[src/rtl/smr_pkg.sv]
package smr_pkg;
  typedef enum logic [1:0] {
    STEP_HOLD = 2'd0,
    STEP_DOWN = 2'd1,
    STEP_UP   = 2'd2
  } step_e;
endpackage

[src/rtl/smr_gain_ctrl.sv]
module smr_gain_ctrl #(
  parameter int RAMP_LEN = 1024,
  parameter int GW       = $clog2(RAMP_LEN) + 1
) (
  input  logic          clk,
  input  logic          rst_n,
  input  logic          tick,
  input  logic          mute,
  output logic [GW-1:0] gain
);
  import smr_pkg::*;

  localparam logic [GW-1:0] GMAX = GW'(RAMP_LEN);

  step_e         step;
  logic [GW-1:0] gain_q;
  logic [GW-1:0] gain_d;

  always_comb begin
    step = STEP_HOLD;
    if (mute && gain_q != '0)        step = STEP_DOWN;
    else if (!mute && gain_q != GMAX) step = STEP_UP;
    case (step)
      STEP_DOWN: gain_d = gain_q - 1'b1;
      STEP_UP:   gain_d = gain_q + 1'b1;
      default:   gain_d = gain_q;
    endcase
  end

  always_ff @(posedge clk or negedge rst_n) begin
    if (!rst_n)    gain_q <= GMAX;
    else if (tick) gain_q <= gain_d;
  end

  assign gain = gain_q;
endmodule

[src/rtl/smr_scale.sv]
module smr_scale #(
  parameter int DW    = 20,
  parameter int GW    = 11,
  parameter int SHIFT = 10
) (
  input  logic [DW-1:0] samp,
  input  logic [GW-1:0] gain,
  output logic [DW-1:0] scaled
);
  localparam int PW = DW + GW + 1;
  localparam logic signed [PW-1:0] RND = {{(PW-SHIFT){1'b0}}, {SHIFT{1'b1}}};
  localparam logic signed [PW-1:0] HI  = {{(PW-DW+1){1'b0}}, {(DW-1){1'b1}}};
  localparam logic signed [PW-1:0] LO  = {{(PW-DW+1){1'b1}}, {(DW-1){1'b0}}};

  logic signed [PW-1:0] prod;
  logic signed [PW-1:0] biased;
  logic signed [PW-1:0] quot;

  always_comb begin
    prod   = $signed({{(GW+1){samp[DW-1]}}, samp}) * $signed({{(DW+1){1'b0}}, gain});
    biased = prod + (prod[PW-1] ? RND : '0);
    quot   = biased >>> SHIFT;
    if (gain == '0)       scaled = '0;
    else if (quot > HI)   scaled = HI[DW-1:0];
    else if (quot < LO)   scaled = LO[DW-1:0];
    else                  scaled = quot[DW-1:0];
  end
endmodule

[src/rtl/smute_ramp.sv]
module smute_ramp #(
  parameter int DW       = 20,
  parameter int RAMP_LEN = 1024
) (
  input  logic          clk,
  input  logic          rst_n,
  input  logic          mute_req,
  input  logic          frame_tick,
  input  logic [DW-1:0] l_in,
  input  logic [DW-1:0] r_in,
  output logic [DW-1:0] l_out,
  output logic [DW-1:0] r_out
);
  localparam int SHIFT = $clog2(RAMP_LEN);
  localparam int GW    = SHIFT + 1;
  localparam int NCH   = 2;

  logic                    rst_meta;
  logic                    rst_sync_n;
  logic [GW-1:0]           gain_w;
  logic [NCH-1:0][DW-1:0]  in_v;
  logic [NCH-1:0][DW-1:0]  nxt_v;
  logic [NCH-1:0][DW-1:0]  out_q;

  always_ff @(posedge clk or negedge rst_n) begin
    if (!rst_n) {rst_sync_n, rst_meta} <= 2'b00;
    else        {rst_sync_n, rst_meta} <= {rst_meta, 1'b1};
  end

  smr_gain_ctrl #(.RAMP_LEN(RAMP_LEN), .GW(GW)) gain_i (
    .clk  (clk),
    .rst_n(rst_sync_n),
    .tick (frame_tick),
    .mute (mute_req),
    .gain (gain_w)
  );

  assign in_v[0] = l_in;
  assign in_v[1] = r_in;

  for (genvar ch = 0; ch < NCH; ch++) begin : g_chan
    smr_scale #(.DW(DW), .GW(GW), .SHIFT(SHIFT)) scale_i (
      .samp  (in_v[ch]),
      .gain  (gain_w),
      .scaled(nxt_v[ch])
    );
  end

  always_ff @(posedge clk or negedge rst_sync_n) begin
    if (!rst_sync_n)     out_q <= '0;
    else if (frame_tick) out_q <= nxt_v;
  end

  assign l_out = out_q[0];
  assign r_out = out_q[1];
endmodule

[config.mk]
export PLATFORM = sky130hd
export DESIGN_NAME = smute_ramp
export DESIGN_NICKNAME = d
export VERILOG_FILES = /design/src/rtl/smr_pkg.sv /design/src/rtl/smr_gain_ctrl.sv /design/src/rtl/smr_scale.sv /design/src/rtl/smute_ramp.sv
export SDC_FILE = /design/constraint.sdc
export NUM_CORES = 1
export LEC_CHECK = 0
export ABC_AREA = 1
export BUFFER_PORTS_ARGS = -buffer_cell sky130_fd_sc_hd__buf_2
export CELL_PAD_IN_SITES_DETAIL_PLACEMENT = 1
export CELL_PAD_IN_SITES_GLOBAL_PLACEMENT = 2
export CORE_ASPECT_RATIO = 1.1
export CORE_MARGIN = 1.5
export CORE_UTILIZATION = 34
export DETAILED_ROUTE_END_ITERATION = 10
export PLACE_DENSITY = 0.77
export SYNTH_ARGS = -nofsm -noshare
export SYNTH_HDL_FRONTEND = slang
export SYNTH_SLANG_ARGS = --single-unit
[constraint.sdc]
create_clock -name clk -period 1.65 [get_ports clk]
set_input_delay 0.33 -clock clk [delete_from_list [all_inputs] [get_ports clk]]
set_output_delay 0.33 -clock clk [all_outputs]
set_load 0.005 [all_outputs]
Word level (Yosys, flattened, before mapping):

Index checks and enable logic that the tools add are counted.

* word-level logic and storage cells: 36
* flip-flop bits (word level): 53
* bits of input ports: 44
* output and inout bits: 40

* reduce and logical (&&, ||, !) cells: 7
* muxes and demuxes: 11
* multipliers: 2
* magnitude comparators: 4
* equality and inequality tests: 3
* $add $sub $neg: 4

Operator list (number)
* $mux 20: 6
* $add 32x10->32: 2
* $mul 20x12->32: 2
* $gt 22x20->1 const B: 2
* $lt 22x20->1 const B: 2
* $pmux 11 s2: 1
* $mux 10: 2
* $add 11x1->11 const B: 1
* $logic_not 11->1: 1
* $ne 11x11->1 const B: 1
* $reduce_bool 11->1: 1
* $sub 11x1->11 const B: 1
* $mux 2: 2
* $eq 2x1->1 const B: 1
* $eq 2x2->1 const B: 1
* $logic_and 1x1->1: 2
* $reduce_and 2->1: 1
* $reduce_bool 2->1: 1
* $logic_not 1->1: 1

Longest topological paths before layout:

Gate-level depths: netlist of the first run.

* depth in word-level cells: 7
* depth in mapped cells: 46
* mapped depth without buffers: 42

Hierarchy:

From an unflattened synthesis of the first run, not the netlist that was laid out.

* cells, all modules: 3197
* area total of the unflattened synthesis: 22469.0 sq um

By module, submodules not included
* smr_scale at g_chan[1].scale_i: sequential area each 0.0 sq um, instances 1, area each 9917.0 sq um, cells an instance 1446
* smr_scale at g_chan[0].scale_i: sequential area each 0.0 sq um, instances 1, area each 9914.5 sq um, cells an instance 1434
* smute_ramp: sequential area each 1051.0 sq um, instances 1, area each 1659.1 sq um, cells an instance 173
* smr_gain_ctrl: sequential area each 276.5 sq um, instances 1, area each 978.4 sq um, cells an instance 144

Worst setup path before layout of the first run:

Ideal clock, no wire load.

* kind: register to register
* start: reg gain_i.gain_q[3] (netlist: gain_i.gain[3])
* end: reg out_q, in the netlist r_out[10]
* path buffers: 4
* library setup time: 0.117 ns
* slack: -4.956 ns
* arrival time: 6.489 ns
* cell stages (with the launch flop): 41
* cells stage by stage: dfrtp_1 -> clkbuf_1 -> clkbuf_1 -> nand2_1 -> fa_1 -> inv_1 -> fa_1 -> fa_1 -> fa_1 -> inv_1 -> fa_1 -> inv_1 -> ha_1 -> inv_1 -> o21bai_1 -> nor2_1 -> nand2_1 -> a21oi_2 -> [5 not listed] -> nand2_1 -> nor2_1 -> nand3_1 -> nand2_1 -> nand2_1 -> nor2_1 -> nand2_1 -> nand2_2 -> nand2_2 -> nand2_2 -> nand2_1 -> nand2_1 -> nand2_2 -> o21ai_4 -> buf_6 -> nand2_1 -> nand2_1 -> nand2_1

* cells in the longest elaborated chain, start to end: 7

RTL lines
* start: declaration: line smr_gain_ctrl.sv:16 `logic [GW-1:0] gain_q;`
* start signal: assignment: line smr_gain_ctrl.sv:32 `else if (tick) gain_q <= gain_d;`
* $mul 20x12->32: line smr_scale.sv:20 `prod = $signed({{(GW+1){samp[DW-1]}}, samp}) * $signed({{(DW+1){1'b0}}, gain});`
* $mux 10: line smr_scale.sv:21 `biased = prod + (prod[PW-1] ? RND : '0);`
* $add 32x10->32: line smr_scale.sv:21
* $lt 22x20->1: line smr_scale.sv:25 `else if (quot < LO) scaled = LO[DW-1:0];`
* $mux 20: line smr_scale.sv:25
* $mux 20: line smr_scale.sv:24 `else if (quot > HI) scaled = HI[DW-1:0];`
* $mux 20 (*): line smr_scale.sv:23 `if (gain == '0) scaled = '0;`
* end signal: assignment: line smute_ramp.sv:51 `else if (frame_tick) out_q <= nxt_v;`
* end: declaration: line smute_ramp.sv:23 `logic [NCH-1:0][DW-1:0] out_q;`

Mark *: on every way between the ends. The rest lies on a longest branch, timed or not.
A chain may end at the register's enable or synchronous reset.

Worst setup path after layout of the first run:

* start: reg gain_i.gain_q[7] (netlist: gain_i.gain[7])
* end: reg out_q, in the netlist l_out[18]

The elaborated chain is that of the path after synthesis.

==> results of run 1 <==
## worst paths after layout
kind | from | to | slack, ps | cells after the start
max | gain_i.gain[7] | l_out[18] | -5080 | 40
min | rst_sync_n | r_out[19] | 250 | 0
max reg2reg | gain_i.gain[7] | l_out[18] | -5080 | 40
min reg2reg | rst_sync_n | r_out[19] | 250 | 0
max in group asynchronous | rst_sync_n | gain_i.gain[10] | 780 | 1
min in group clk | rst_meta | rst_sync_n | 360 | 0
## cells in the mapped netlist (3+ instances only)
master / number
nor3_1: 10
inv_1: 817
xor2_1: 48
nor4_1: 4
ha_1: 153
nand3_1: 84
and2_1: 5
a31oi_1: 4
nand2_1: 1035
nand3_2: 6
nand2_4: 8
o21ai_1: 4
inv_2: 3
buf_6: 5
clkbuf_1: 100
nor2_2: 11
o21bai_1: 11
nor3_2: 6
nand2_2: 29
o21ai_0: 51
nor2_1: 151
or2_2: 5
nand4_1: 25
a21o_1: 6
fa_1: 395
dfrtp_1: 52
a21oi_1: 75
xnor2_1: 18
nand3b_1: 15
## registers in the layout, indices dropped and copies added, names as in the netlist
name / cells
r_out: 20
gain_i.gain: 11
rst_meta: 1
rst_sync_n: 1
l_out: 20
## layout make-up
class                      instances  area, um^2
clock inverter                     3        26.3
fill                            7954       32800
multi-input combinational       2195       19300
sequential                        53        1340
timing repair buffer             757        6220
clock buffer                       5         125
inverter                         820        3090
tap                              841        1050
antenna                            3        7.51
## critical path: cells and delay by family, from the launching register on
family | cells | cell delay (ps)
flip-flops | 1 | 440
adder cells (fa/ha/maj) | 7 | 3080
buffers and inverters | 10 | 1100
AO/OA/AOI/OAI | 2 | 460
AND/OR/NAND/NOR | 21 | 1550
## through the flow
stage                     instance area, um^2  TNS (ps)  worst slack (ps)
after floorplan                         22900   -181470             -4510
after global placement                  28300   -216540             -5070
after detailed placement                28300   -219090             -5120
after CTS                               29800   -206910             -4920
after global routing                    31100   -223650             -5310
final                                   31100   -210860             -5080
## layer usage
metal	up-vias	GRT usage	share of wire
met5	-	0	0.00044
met4	6	0.0773	0.040
met3	170	0.0196	0.021
li1	10500	-	-
met1	11200	0.270	0.38
met2	284	0.496	0.56
## repair_timing
action	in CTS	in global routing
hold endpoints to repair	2	0
gates cloned	10	8
pin swaps	66	173
buffers inserted	41	43
hold buffers	1	0
resized for setup	212	263
endpoints found under the setup margin	51	51
## logic make-up (layout without fill, tap and decap cells)
logic type                 Yosys count  count (layout)  share of synthesized area
AOI/OAI and AO/OA                  173             173                     0.0456
xor gates and xnor gates            66              66                     0.0262
adders and majority gates          548             548                      0.444
buffers and inverters              931            1585                      0.161
DFF                                 53              53                     0.0601
other                                1               4                   0.000170
and+or+nand+nor                   1401            1407                      0.263
## layout by cell type, fill, tap and decap left out, types with 31 or more instances in the layout
cell / count
fa_1: 364
a21oi_1: 43
buf_2: 83
ha_1: 109
nor2_2: 37
o21ai_0: 31
nand3_1: 68
nand2_2: 118
dfrtp_1: 44
inv_1: 768
buf_12: 35
ha_4: 44
inv_2: 47
fa_2: 31
nand2_1: 905
nor2_1: 110
buf_4: 600
xor2_1: 42
nand2_4: 48
==> metrics.txt, run 1 <==
EDFF count, synth=0; CP Max Fanout=5; worst hold slack=254 ps; Slowest cell on crit path=fa_2; DIE AREA=0.0666 mm^2; first-pass GRT wire length=132,000 um; post-synthesis async set-or-reset flop share=1.00; max-cap violation count=0; DRC=0; I/O Buffers=83; Syn Inst Count=3,173; die width=246 um; Hold Crit Class=flop to async pin; DR vias=22,100; TritonCTS clock tree=yes; cell total after placement=4,567; Required @ worst endpoint=1870 ps; arrival time worst endpoint=6940 ps; post-synth top area cell=fa_1; Worst-Skew Late Latency=320 ps; average vias per placed instance=4.73; Worst-Margin Slew=538 ps; mapped cell area=0.0221 mm^2; final cycle utilization of the critical path=4.08; nets@finish=4,424; clk buf depth=2; RSZ-0062 raised after global routing=yes; initial antenna violation count=6; largest net degree at the start of global routing=41; Avg WL per Cell=17.7 um; final wirelength=82,700 um; GRT overflow=0; outcome=complete, but fails checks; antenna-violating nets left=0; Mean Syn Cell Area=6.97 um^2; Max H-tree Level=2; dominant cells by area after synthesis=fa_1, nand2_1, inv_1, ha_1, dfrtp_1; fmax=149 MHz; DIE HEIGHT=270 um; cts bufs inserted=5; share of the synthesized area in the top cell type=0.358; Netlist cell types=56; DR iter-0 viols=764; Final setup viols=51; Critical Path Most Common Cell=nand2_2; io pins=84; crit path time final=6730 ps; RePlAce Congestion=0.928; failing checks=negative setup slack; Final Hold Viols=0; Final Util=0.487; Initial Util=0.346; Setup crit end kind=flop; area of the core=0.0640 mm^2; Max-slew headroom=0.642; sequential element share of the synthesized area=0.0601; crit path kind=flop to flop; clk slew on worst S/H paths=80 ps; Root Buffer=clkbuf_16; kind of start point of the critical path=flop; slack of the critical path=-5080 ps; clock sinks=53; Yosys Warn Count=0; share of cells above drive strength 1=0.324; area grow syn2layout=40.9%; Clock Skews=9.33 ps; router iterations before antenna repair=5; Final Non-Filler Cells=4,677; Synth Register Bits=53; fin. max-slew vios=0; cell row count=97; Critical Path Max Stage Delay=620 ps; syn nets=3,765; top_reg_cell synth=dfrtp_1; DPL Wire Length=67,600 um; Global Route Usage Sum=0.248; vias in the first global route=25,800
Power of run 1 is left out: the tool's default activity adds up to more than one toggle a clock period on the data nets, which glitch-free logic cannot reach.
==> run 2, diff against run 1 <==
BUFFER_PORTS_ARGS = default   (was -buffer_cell sky130_fd_sc_hd__buf_2)
CORE_UTILIZATION = 35   (was 34)
CTS_CLUSTER_DIAMETER = 50   (was default)
DONT_BUFFER_PORTS = 1   (was default)
==> run 2 against run 1 <==
The run still ends with negative setup slack left. Final area is 6.7% lower. Via count decreased by 3.3%. Count of clock-buffer cells in the layout unchanged. Sequential cell count unchanged. Worst hold slack worse by 54 ps. Core utilization decreased by 2.2 points. Sequential share of layout area rose by 0.30 points. Die area fell by 2.8%. Non-clock buffer count down 177. Wire length is 4.3% lower. Global-route usage increased by 0.17 points.
==> metrics.txt, run 2 (same netlist as run 1, synthesis figures left out) <==
initial antenna violation count=0; Clock Skews=10.3 ps; Required @ worst endpoint=1880 ps; nets@finish=4,245; RePlAce Congestion=0.901; clock sinks=53; worst r2r path cells=34; Final Hold Viols=0; die width=243 um; average vias per placed instance=4.77; cts bufs inserted=5; slack of the critical path=-5040 ps; io pins=84; antenna-violating nets left=0; worst hold slack=199 ps; CP Max Fanout=9; final wirelength=79,100 um; arrival time worst endpoint=6920 ps; clk buf depth=2; area of the core=0.0625 mm^2; max-cap violation count=0; fmax=149 MHz; clk slew on worst S/H paths=90 ps; GRT overflow=0; Setup crit start=gain_i.gain[6]; Hold Crit Class=flop to async pin; DIE HEIGHT=267 um; Global Route Usage Sum=0.250; met3 WL=1040 um; FF-to-FF Start=gain_i.gain[6]; Worst-Skew Late Latency=330 ps; area grow syn2layout=31.5%; router iterations before antenna repair=5; worst reg-to-reg setup slack=-5040 ps; CP endpoint=l_out[7]; first-pass GRT wire length=128,000 um; vias in the first global route=25,100; Setup crit end kind=flop; kind of start point of the critical path=flop; DIE AREA=0.0647 mm^2; DRC=0; Final setup viols=51; Top Metal Used=met4; leading cell type in the layout, fill and taps excluded=nand2_1; failing checks=negative setup slack; DPL Wire Length=67,400 um; commonest non-fill, non-tap cells in the layout=nand2_1, inv_1, buf_4; Slowest cell on crit path=fa_1; TritonCTS clock tree=yes; fin. max-slew vios=0; largest net degree at the start of global routing=41; DR iter-0 viols=709; Root Buffer=clkbuf_16; outcome=complete, but fails checks; crit path time final=6690 ps; crit path kind=flop to flop; Critical Path Most Common Cell=nand2_1; diode count=0; RSZ-0062 raised after global routing=yes; Met1 Wirelength=29,400 um; DR vias=21,400; share of cells above drive strength 1=0.259; final cycle utilization of the critical path=4.06; Avg WL per Cell=17.6 um; Critical Path Max Stage Delay=550 ps; Initial Util=0.354; r2r endpoint=l_out[7]; I/O Buffers=0; cell row count=96; WL met2=45,700 um; Max H-tree Level=2
## run 2: cell types whose count changed in the layout (fill, tap and decap cells not counted), sizes merged
cell    delta
diode      -3
clkbuf     -4
nand2      -2
buf      -173
## run 2: timing repair
item | CTS | global route
pin swaps | 101 | 106
buffers inserted | 41 | 22
gates cloned | 6 | 4
gates resized for setup | 138 | 163
hold endpoints to repair | 2 | 0
setup endpoints to repair | 51 | 51
hold buffers | 1 | 0
## run 2: worst min path at each step
| stage | slack, ps | start | cells past startpoint | endpoint |
|---|---|---|---|---|
| after floorplan | 30 | rst_n | 0 | rst_meta |
| after global placement | 30 | rst_n | 0 | rst_sync_n |
| after detailed placement | 30 | rst_n | 0 | rst_sync_n |
| after CTS | 210 | rst_sync_n | 0 | gain_i.gain[8] |
| after global routing | 210 | rst_sync_n | 0 | gain_i.gain[8] |
| final | 200 | rst_sync_n | 0 | gain_i.gain[8] |
## run 2: through the flow
step / setup WS, ps / cells / TNS, ps / util / area, um^2
after floorplan: -4510 / 3173 / -181470 / - / 22900
after global placement: -5060 / 4407 / -214570 / 0.436 / 27200
after detailed placement: -5190 / 4407 / -219590 / 0.436 / 27200
after CTS: -4920 / 4463 / -209180 / 0.453 / 28300
after global routing: -5350 / 4487 / -229290 / 0.465 / 29100
final: -5040 / 4487 / -213720 / 0.465 / 29100
## run 2: critical path, delay by kind of cell, from the launching register on
| family | cells | cell delay (ps) |
|---|---|---|
| adder cells (fa/ha/maj) | 7 | 3070 |
| AND/OR/NAND/NOR | 18 | 1590 |
| buffers and inverters | 6 | 780 |
| AO/OA/AOI/OAI | 3 | 670 |
| flip-flops | 1 | 450 |
## run 2: area by class of cell
cell class	count	area (um^2)
Clock inverter	3	26.3
Tap cell	833	1040
Sequential cell	53	1340
Multi-Input combinational cell	2193	18600
Fill cell	7901	33400
Timing Repair Buffer	580	4830
Clock buffer	5	125
Inverter	820	3090
## run 2: layer usage
metal  up-vias  track usage
met5         -            0
met2       228        0.526
met1     10900        0.256
met4         0       0.0833
met3       143       0.0149
li1      10100            -
Power of run 2 is left out for the same reason.
==> run 3, diff against run 2 <==
PLACE_DENSITY = 0.79   (was 0.77)
==> run 3 against run 2 <==
The run still ends with negative setup slack left. Worst setup slack improved by 53 ps. Final area up 3.0%. Fmax grew 0.79%. First-iteration DRC count is 5.1% lower. Clock skew up 3.8 ps. Register-to-register slack better by 50 ps. Sequential share of layout area shrank 0.13 points. Non-clock buffer count rose by 36. Global-route usage grew 0.49 points. Critical path type unchanged. Highest routed layer unchanged.
==> metrics.txt, run 3 (same netlist as run 1, synthesis figures left out) <==
Final Non-Filler Cells=4,522; Buf+Inv Stages, Crit Path=10; DRC=0; clk slew on worst S/H paths=90 ps; outcome=complete, but fails checks; CP Max Fanout=10; DIE AREA=0.0647 mm^2; router iterations before antenna repair=4; clock sinks=53; RePlAce Congestion=0.920; Root Buffer=clkbuf_16; Critical Path Max Stage Delay=580 ps; vias in the first global route=25,200; initial antenna violation count=0; Final setup viols=51; Final Hold Viols=0; commonest non-fill, non-tap cells in the layout=nand2_1, inv_1, buf_4; dpl cell area=0.0274 mm^2; Worst-Skew Late Latency=330 ps; DR vias=21,700; largest net degree at the start of global routing=52; share of cells above drive strength 1=0.289; RSZ-0062 raised after global routing=yes; arrival time worst endpoint=6850 ps; cell row count=96; Setup crit end kind=flop; DIE HEIGHT=267 um; Critical Path Most Common Cell=nand2_1; final wirelength=82,000 um; crit path kind=flop to flop; max-cap violation count=0; area occupied by multi-input gates=0.0190 mm^2; die width=243 um; cell total after placement=4,420; GRT overflow=0; total area of sequential cells=0.00134 mm^2; Required @ worst endpoint=1860 ps; Global Route Usage Sum=0.255; leading cell type in the layout, fill and taps excluded=nand2_1; area grow syn2layout=35.5%; Initial Util=0.354; first-pass GRT wire length=130,000 um; Final Util=0.479; final cycle utilization of the critical path=4.02; TNS Setup=-209,080 ps; I/O Buffers=0; family with the most delay on the worst path=adder cells; slack of the critical path=-4990 ps; DPL Wire Length=67,500 um; Fill cells=7,890; Slowest cell on crit path=fa_1; area of the core=0.0625 mm^2; antenna-violating nets left=0; diode count=0; Clock Skews=14.1 ps; Final Cell Area=0.0299 mm^2; fmax=151 MHz; kind of start point of the critical path=flop; average vias per placed instance=4.81; failing checks=negative setup slack; Max H-tree Level=2; cts bufs inserted=5; io pins=84; DR iter-0 viols=673; nets@finish=4,280; fin. max-slew vios=0; clk buf depth=2; crit path time final=6640 ps; TritonCTS clock tree=yes; Hold Crit Class=primary input to async pin; Avg WL per Cell=18.1 um
-- run 3: cell types whose count changed in the layout (fill, tap and decap cells not counted), moves of 17 or more --
cell / before / now
inv_2: 39 / 57
buf_4: 526 / 546
inv_1: 778 / 757
nand2_1: 942 / 925
-- run 3: area by class of cell --
cell class	instances	area share
tap	833	0.0348
inverter	820	0.103
timing repair buffer	616	0.179
clock inverter	3	0.000878
sequential	53	0.0446
clock buffer	5	0.00418
multi-input combinational	2192	0.633
-- run 3: worst reg2reg max path: cells and delay by family (launching register included) --
family                     cells  cell delay, ps
DFF                            1             450
buffers and inverters         10             930
and+or+nand+nor               20            1580
AOI/OAI and AO/OA              3             530
adders and majority gates      7            3020
-- run 3: worst paths after layout --
check	startpoint	to	slack [ps]	cells past startpoint
max	gain_i.gain[4]	l_out[7]	-4990	40
min	rst_n	rst_meta	250	1
max reg2reg	gain_i.gain[4]	l_out[7]	-4990	40
min reg2reg	rst_sync_n	r_out[8]	270	1
max in group asynchronous	rst_sync_n	gain_i.gain[10]	1100	1
min in group clk	frame_tick	r_out[19]	290	3
-- run 3: metal layers --
metal	GRT usage	vias up	share of wire
li1	-	10200	-
met1	0.265	11100	0.37
met2	0.530	287	0.57
met3	0.0179	174	0.018
met4	0.0833	0	0.040
met5	0	-	0
-- run 3: per-stage QoR --
stage	setup slack (ps)	hold WS, ps
final	-4990	253
after global routing	-5330	251
after CTS	-4920	229
after detailed placement	-5280	34.5
after global placement	-5080	34.5
after floorplan	-4510	34.4
-- run 3: what timing repair did --
action                                 4_1_cts  5_1_grt
gates cloned                                 9        5
endpoints found under the hold margin        2        0
resized for setup                          178      233
buffers inserted                            44       37
hold buffers                                 1        0
pin swaps                                  101      100
setup endpoints to repair                   51       51
Power of run 3 is left out for the same reason.
